## src/rtl/supv_pkg.sv

```systemverilog
package supv_pkg;

  // Width needed to hold counts 0 .. limit-1 (at least one bit).
  function automatic int unsigned hold_cnt_width(int unsigned limit);
    return (limit > 1) ? $clog2(limit) : 1;
  endfunction

  // True when count c is the final tick of an interval of length limit.
  function automatic bit hold_at_end(int unsigned c, int unsigned limit);
    return (c + 1) >= limit;
  endfunction

  // Next value of the hold count given trigger, enable and end flag.
  function automatic int unsigned hold_cnt_step(int unsigned c, bit trig,
                                                bit adv, bit at_end);
    if (trig)        return 0;
    else if (!adv)   return c;
    else if (at_end) return 0;
    else             return c + 1;
  endfunction

  // Per-bit reset image of the synchroniser: supply flag idle 0, manual idle 1.
  localparam logic [1:0] SYNC_IDLE = 2'b10;

endpackage

```

## src/rtl/supv_sync.sv

```systemverilog
module supv_sync #(
  parameter int unsigned      WIDTH    = 2,
  parameter int unsigned      STAGES   = 2,
  parameter logic [WIDTH-1:0] IDLE_VAL = '0
) (
  input  logic             clk,
  input  logic             arst_n,
  input  logic [WIDTH-1:0] d_i,
  output logic [WIDTH-1:0] q_o
);

  logic [WIDTH-1:0] chain_q [STAGES];

  generate
    for (genvar s = 0; s < STAGES; s++) begin : g_stage
      if (s == 0) begin : g_first
        always_ff @(posedge clk or negedge arst_n) begin
          if (!arst_n) chain_q[0] <= IDLE_VAL;
          else         chain_q[0] <= d_i;
        end
      end else begin : g_next
        always_ff @(posedge clk or negedge arst_n) begin
          if (!arst_n) chain_q[s] <= IDLE_VAL;
          else         chain_q[s] <= chain_q[s-1];
        end
      end
    end
  endgenerate

  assign q_o = chain_q[STAGES-1];

endmodule

```

## src/rtl/supv_hold.sv

```systemverilog
module supv_hold
  import supv_pkg::*;
#(
  parameter int unsigned HOLD_TICKS = 200,
  localparam int unsigned CW = hold_cnt_width(HOLD_TICKS)
) (
  input  logic          clk,
  input  logic          arst_n,
  input  logic          trig_i,
  input  logic          tick_i,
  output logic          active_nxt_o,
  output logic          done_o,
  output logic [CW-1:0] cnt_o
);

  logic          active_q;
  logic [CW-1:0] cnt_q;
  logic [CW-1:0] cnt_d;
  logic          at_end;
  logic          adv;

  // Counting only happens while holding and no source is active.
  assign adv    = active_q && !trig_i && tick_i;
  assign at_end = hold_at_end(int'(cnt_q), HOLD_TICKS);
  assign done_o = adv && at_end;

  always_comb begin
    cnt_d = CW'(hold_cnt_step(int'(cnt_q), trig_i, adv, at_end));
    if (trig_i)      active_nxt_o = 1'b1;
    else if (done_o) active_nxt_o = 1'b0;
    else             active_nxt_o = active_q;
  end

  always_ff @(posedge clk or negedge arst_n) begin
    if (!arst_n) begin
      active_q <= 1'b1;
      cnt_q    <= '0;
    end else begin
      active_q <= active_nxt_o;
      cnt_q    <= cnt_d;
    end
  end

  assign cnt_o = cnt_q;

endmodule

```

## src/rtl/supv_drive.sv

```systemverilog
module supv_drive (
  input  logic clk,
  input  logic arst_n,
  input  logic active_nxt_i,
  output logic rst_n_o,
  output logic rst_o
);

  // Two separate flops, one per polarity, both loaded from the same decision.
  always_ff @(posedge clk or negedge arst_n) begin
    if (!arst_n) rst_n_o <= 1'b0;
    else         rst_n_o <= ~active_nxt_i;
  end

  always_ff @(posedge clk or negedge arst_n) begin
    if (!arst_n) rst_o <= 1'b1;
    else         rst_o <= active_nxt_i;
  end

endmodule

```

## src/rtl/supv_reset_gen.sv

```systemverilog
module supv_reset_gen
  import supv_pkg::*;
#(
  parameter int unsigned HOLD_TICKS  = 200,
  parameter int unsigned SYNC_STAGES = 2,
  localparam int unsigned CNT_W = hold_cnt_width(HOLD_TICKS)
) (
  input  logic clk,
  input  logic arst_n,
  input  logic tick_i,
  input  logic supply_low_i,
  input  logic man_rst_n_i,
  output logic rst_n_o,
  output logic rst_o
);

  logic [1:0]       raw_w;
  logic [1:0]       sync_w;
  logic             supply_low_s;
  logic             man_low_s;
  logic             trig_w;
  logic             active_nxt_w;
  logic             hold_done_w;
  logic [CNT_W-1:0] hold_cnt_w;

  assign raw_w = {man_rst_n_i, supply_low_i};

  supv_sync #(
    .WIDTH    (2),
    .STAGES   (SYNC_STAGES),
    .IDLE_VAL (SYNC_IDLE)
  ) u_sync (
    .clk    (clk),
    .arst_n (arst_n),
    .d_i    (raw_w),
    .q_o    (sync_w)
  );

  assign supply_low_s = sync_w[0];
  assign man_low_s    = ~sync_w[1];
  assign trig_w       = supply_low_s | man_low_s;

  supv_hold #(
    .HOLD_TICKS (HOLD_TICKS)
  ) u_hold (
    .clk          (clk),
    .arst_n       (arst_n),
    .trig_i       (trig_w),
    .tick_i       (tick_i),
    .active_nxt_o (active_nxt_w),
    .done_o       (hold_done_w),
    .cnt_o        (hold_cnt_w)
  );

  supv_drive u_drive (
    .clk          (clk),
    .arst_n       (arst_n),
    .active_nxt_i (active_nxt_w),
    .rst_n_o      (rst_n_o),
    .rst_o        (rst_o)
  );

endmodule

```

## config.mk

```make
export PLATFORM = sky130hd
export DESIGN_NAME = supv_reset_gen
export DESIGN_NICKNAME = d
export VERILOG_FILES = /design/src/rtl/supv_pkg.sv /design/src/rtl/supv_sync.sv /design/src/rtl/supv_hold.sv /design/src/rtl/supv_drive.sv /design/src/rtl/supv_reset_gen.sv
export SDC_FILE = /design/constraint.sdc
export NUM_CORES = 1
export LEC_CHECK = 0
export CAP_MARGIN = 20
export CELL_PAD_IN_SITES_DETAIL_PLACEMENT = 0
export CELL_PAD_IN_SITES_GLOBAL_PLACEMENT = 1
export CORE_MARGIN = 2
export CORE_UTILIZATION = 45
export DETAILED_ROUTE_END_ITERATION = 10
export PLACE_DENSITY = 0.79
export SLEW_MARGIN = 20
export SYNTH_ARGS = -nofsm -noshare
export SYNTH_HDL_FRONTEND = slang
export SYNTH_SLANG_ARGS = --single-unit
export TNS_END_PERCENT = 100
```

## constraint.sdc

```tcl
create_clock -name clk -period 4.6 [get_ports clk]
set_input_delay 0.69 -clock clk [delete_from_list [all_inputs] [get_ports clk]]
set_output_delay 0.69 -clock clk [all_outputs]
set_load 0.01 [all_outputs]
```

==> results of run 1 <==
==> layer usage <==
metal  global-route usage  share of wire  up-vias
met1                0.228           0.50      270
met3               0.0476          0.035        2
li1                     -              -      296
met4               0.0941         0.0068        0
met5                    0              0        -
met2                0.234           0.45        8
==> final timing paths <==
path | startpoint | endpoint | slack (ps) | cells after the start
min in group asynchronous | arst_n | u_hold.cnt_o[6] | 790 | 1
max | u_hold.cnt_o[0] | u_hold.cnt_o[2] | 2440 | 7
max reg2reg | u_hold.cnt_o[0] | u_hold.cnt_o[2] | 2440 | 7
max in group asynchronous | arst_n | u_sync.chain_q[2] | 3400 | 1
min reg2reg | u_sync.chain_q[2] | u_sync.q_o[0] | 360 | 0
min | u_sync.chain_q[2] | u_sync.q_o[0] | 360 | 0
==> power groups by stage <==
stage | logic [mW] | clock network [mW] | registers, mW
floorplan | 0.00383 | 0 | 0.129
global placement | 0.0104 | 0 | 0.130
detailed placement | 0.0106 | 0 | 0.130
CTS | 0.0106 | 0.0915 | 0.127
global route | 0.0119 | 0.0973 | 0.128
finish | 0.0102 | 0.0877 | 0.127
==> stage by stage <==
stage	utilization	std cells	hold WS, ps
after floorplan	-	78	331
after detailed placement	0.538	97	341
after CTS	0.561	101	360
after global routing	0.561	101	366
final	0.561	101	357
after global placement	0.538	97	336
==> state kept, by name, summed over array words and instances, names as in the netlist <==
signal	flops
u_drive.rst_n_o	1
u_hold.cnt_o	8
u_sync.q_o	2
u_sync.chain_q	2
u_drive.rst_o	1
==> cells in the final DEF, fill, tap and decap left out, types with 2 or more instances in the layout <==
cell,n
nand4_1,2
nand2_1,12
xnor2_1,4
dfstp_2,3
nand3_1,8
o21ai_0,3
a32o_1,3
inv_1,4
clkdlybuf4s50_1,6
ha_1,2
dfrtp_1,11
nor2b_1,2
clkbuf_4,3
nor2_1,5
==> cells by family after synthesis <==
group / share of synthesized area
AO/OA/AOI/OAI: 0.166
XOR/XNOR: 0.0452
adder cells (fa/ha/maj): 0.0323
buffers and inverters: 0.0404
flip-flops: 0.457
multiplexers: 0.0129
AND/OR/NAND/NOR: 0.246
==> synthesized netlist by cell type (all sizes together) (3+ instances only) <==
| library cell | n | area, um^2 |
|---|---|---|
| inv | 4 | 15.0 |
| dfstp | 3 | 78.8 |
| nand3 | 8 | 40.0 |
| xnor2 | 4 | 35.0 |
| o21ai | 3 | 15.0 |
| nor2 | 5 | 18.8 |
| a32o | 3 | 30.0 |
| dfrtp | 11 | 275 |
| nand2 | 12 | 45.0 |
==> cell type report <==
cell class	count	area share
inverters	4	0.0172
clock buffers	4	0.0415
repair buffers	6	0.0687
well taps	16	0.0229
flip-flops and latches	14	0.405
multi-input cells	57	0.445
==> critical path, stage by stage, from the launching register on <==
cell	delay [ps]
dfrtp_1	440
ha_1	270
xnor2_1	150
a22o_4	270
nor3b_1	390
o41ai_4	210
a31oi_1	210
o22ai_1	100
==> run summary, run 1 <==
Cell area after layout: 875 um^2
Initial Utilization: 0.497
Final Critical Period: 2160 ps
Synth Register Bits: 14
Crit end category: flip-flop
# rows: 14
Fin. max-slew vios: 0
Clk buf depth: 2
Synth Cell Area: 774 um^2
Global-route wire length before repair: 2420 um
NetSw: 0.0464 mW
Number of diodes: 0
CTS Sinks: 14
Final Hold Fails: 0
TritonCTS clock tree: built
Place WS: 2340 ps
WL/cell: 13.1 um
Mapped Cells: 78
Post-Route WL: 1330 um
Total GRT Usage: 0.167
Core ar.: 1560 um^2
Worst-margin pin slew: 643 ps
Critical path arrival: 2310 ps
I/O pins: 7
Critical setup path kind: flip-flop to flip-flop
RSZ-0062 raised after global routing: no
Total power: 0.225 mW
Register area share after synthesis: 0.457
Post-synth EDFFs: 0
Port-buffer cells: 6
Unique masters post-synth: 31
CP required: 4760 ps
Antenna violations before repair: 0
MaxCap Viol Count: 0
Sequential Power Share: 0.565
# hold bufs at CTS: 0
Hold Path Class: flip-flop to flip-flop
Largest net degree at the start of global routing: 15
Die Footprint: 2070 um^2
DP Area: 838 um^2
DRC marker count from the first detailed-route iteration: 12
Asr flop ratio synth: 1.00
Synth Flop Type: dfrtp_1
Final setup margin: 2440 ps
Synth Area per Inst: 9.93 um^2
Via density: 5.70
Setup Skew: 6.88 ps
Die width: 45.5 um
TritonRoute pass-1 iters: 4
CP Launch Type: flip-flop
Routability Congestion: 0.816
Synth-to-layout area growth: 12.9%
Power Density: 257 nW/um^2
CTS resizes: 0
H-tree Lvls: 1
Cell Int Power: 0.179 mW
Detail Route Antenna Nets: 0
Share of cells above drive strength 1: 0.141
CP max FO: 8
Final setup fails: 0
DRC: 0
YS warnings: 0
Clk pwr share: 0.390
CTS Root Cell: clkbuf_4
Die H: 45.5 um
Max rail drop VDD: 0.147 mV
Multi-input logic area: 389 um^2
Leakage power: 0.373 nW
Logic pwr share: 0.045
Number of global-route vias before repair: 546
Max Freq: 464 MHz
Nets: 93
Slew HR: 0.570
Sequential Area: 354 um^2
Net count after synthesis: 85
Vias: 576
Net Sw Frac: 0.206
Clk slew on worst S/H paths: 80 ps
Post-CTS setup buffer count: 0
Setup TNS: 0 ps
Tcrit/Tclk final: 0.469
Clock Latency Late Sink: 280 ps
Status: finished, final reports clean
GRT overflow: 0
Cts bufs inserted: 3
Post-detail-place hpwl: 970 um
Fillers: 143
Note: power is estimated with default switching activity, not from simulation.
==> inputs of run 2 (changes only) <==
--- a/config.mk
+++ b/config.mk
@@ -9,9 +9,9 @@
 export CELL_PAD_IN_SITES_DETAIL_PLACEMENT = 0
 export CELL_PAD_IN_SITES_GLOBAL_PLACEMENT = 1
 export CORE_MARGIN = 2
-export CORE_UTILIZATION = 45
+export CORE_UTILIZATION = 42
 export DETAILED_ROUTE_END_ITERATION = 10
-export PLACE_DENSITY = 0.79
+export PLACE_DENSITY = 0.74
 export SLEW_MARGIN = 20
 export SYNTH_ARGS = -nofsm -noshare
 export SYNTH_HDL_FRONTEND = slang
==> constraint.sdc (replaced) <==
create_clock -name clk -period 2.1 [get_ports clk]
set_input_delay 0.315 -clock clk [delete_from_list [all_inputs] [get_ports clk]]
set_output_delay 0.315 -clock clk [all_outputs]
set_load 0.01 [all_outputs]
==> run 2 against run 1 <==
Against the previous run: design area up 14%; worst setup slack got worse by 2400 ps; sequential cell count did not move; cell count rose by 22%; hold slack got worse by 3.7 ps; highest routed layer unchanged.
==> run summary, run 2 (synthesis gave the netlist of run 1 again) <==
Max Freq: 497 MHz
# rows: 15
Fin. max-slew vios: 0
Post-detail-place hpwl: 1190 um
Final setup fails: 0
Nets: 106
Fillers: 162
CTS Sinks: 14
Routability Congestion: 0.768
Cell at the slowest stage of the critical path: dfrtp_1
DRC: 0
Post-Route WL: 1600 um
Die width: 46.9 um
Global-route wire length before repair: 2800 um
Port-buffer cells: 6
Total power: 0.503 mW
Tcrit/Tclk final: 0.958
Number of global-route vias before repair: 647
Status: finished, final reports clean
Antenna violations before repair: 0
Worst-margin pin slew: 625 ps
CP cell instances: buf_4 > and4_1 > a22o_4 > nor4_4 > buf_4 > o41ai_4 > buf_6 > a31oi_1 > o22ai_1
Final Hold Fails: 0
Power Density: 503 nW/um^2
# hold bufs at CTS: 0
Max rail drop VDD: 0.399 mV
Die H: 46.9 um
Leakage power: 0.439 nW
Setup TNS: 0 ps
CP Launch Type: flip-flop
I/O pins: 7
Slew HR: 0.582
Critical path arrival: 2180 ps
Worst path max stage delay: 390 ps
Largest register FFs: 8
H-tree Lvls: 1
Clock Latency Late Sink: 280 ps
DRC marker count from the first detailed-route iteration: 8
Synth-to-layout area growth: 28.9%
Setup Skew: 3.05 ps
GRT overflow: 0
DP Area: 947 um^2
TritonRoute pass-1 iters: 4
Cts bufs inserted: 3
Critical setup path kind: flip-flop to flip-flop
CP required: 2270 ps
Core ar.: 1730 um^2
Initial Utilization: 0.449
Cell area after layout: 998 um^2
CTS Root Cell: clkbuf_4
Via density: 5.30
Final Critical Period: 2010 ps
Hold Path Class: flip-flop to flip-flop
Commonest cells after routing, fill and taps aside: nand2_1, buf_4, dfrtp_1, nand3_1, clkdlybuf4s50_1
Largest net degree at the start of global routing: 15
Vias: 652
WL/cell: 13.0 um
Detail Route Antenna Nets: 0
RSZ-0062 raised after global routing: no
Clk buf depth: 2
CP max FO: 8
TritonCTS clock tree: built
MaxCap Viol Count: 0
Number of diodes: 0
Die Footprint: 2200 um^2
Most used cell, CP: buf_4
Share of cells above drive strength 1: 0.265
Clk slew on worst S/H paths: 90 ps
Crit end category: flip-flop
Total GRT Usage: 0.184
## run 2: path summary, 6_finish.rpt
check,startpoint,end,slack (ps),cells after the start
setup / recovery,u_hold.cnt_o[0],u_hold.cnt_o[2],90,9
hold / removal,u_sync.chain_q[2],u_sync.q_o[0],350,0
setup reg to reg,u_hold.cnt_o[0],u_hold.cnt_o[2],90,9
hold reg to reg,u_sync.chain_q[2],u_sync.q_o[0],350,0
max in group asynchronous,arst_n,u_drive.rst_n_o,1280,1
min in group asynchronous,arst_n,u_hold.cnt_o[6],420,1
## run 2: where the power goes
group,total (mW),switching (mW),internal [mW]
Clock,0.195,0.0898,0.106
Combinational,0.0297,0.0151,0.0146
Sequential,0.278,0.00150,0.276
## run 2: timing repair
| item | 4_1_cts | 5_1_grt |
|---|---|---|
| hold endpoints to repair | 0 | 0 |
| gates resized for setup | 0 | 3 |
| buffers inserted | 0 | 1 |
| setup endpoints to repair | 0 | 5 |
## run 2: worst max-delay path, delay by kind of cell (launching register included)
family	cells	cell delay (ps)
flops	1	390
buf+inv	3	460
compound gates	4	590
simple gates	2	450
## run 2: area by class of cell
| type | instances | area [um^2] | share of cell area |
|---|---|---|---|
| multi-input cells | 57 | 400 | 0.401 |
| inverters | 4 | 15.0 | 0.0150 |
| repair buffers | 19 | 161 | 0.162 |
| clock buffers | 4 | 36.3 | 0.0363 |
| flip-flops and latches | 14 | 354 | 0.355 |
| well taps | 25 | 31.3 | 0.0313 |
## run 2: through the flow
step	hold WS, ps	worst slack [ps]	util	instances
5_1_grt	364	3.33	0.578	123
6_report	353	88.2	0.578	123
4_1_cts	356	27.9	0.570	123
3_3_place_gp	333	114	0.549	119
2_1_floorplan	19.4	117	-	78
3_5_place_dp	336	53.7	0.549	119
## run 2: metal layers
layer  track usage  vias up  share of wire  wire length (um)
met1         0.225      317           0.44               700
met4         0.100        0          0.018                28
met5             0        -              0                 0
met2         0.315        8           0.52               825
met3        0.0231        4          0.029                46
li1              -      323              -                 -
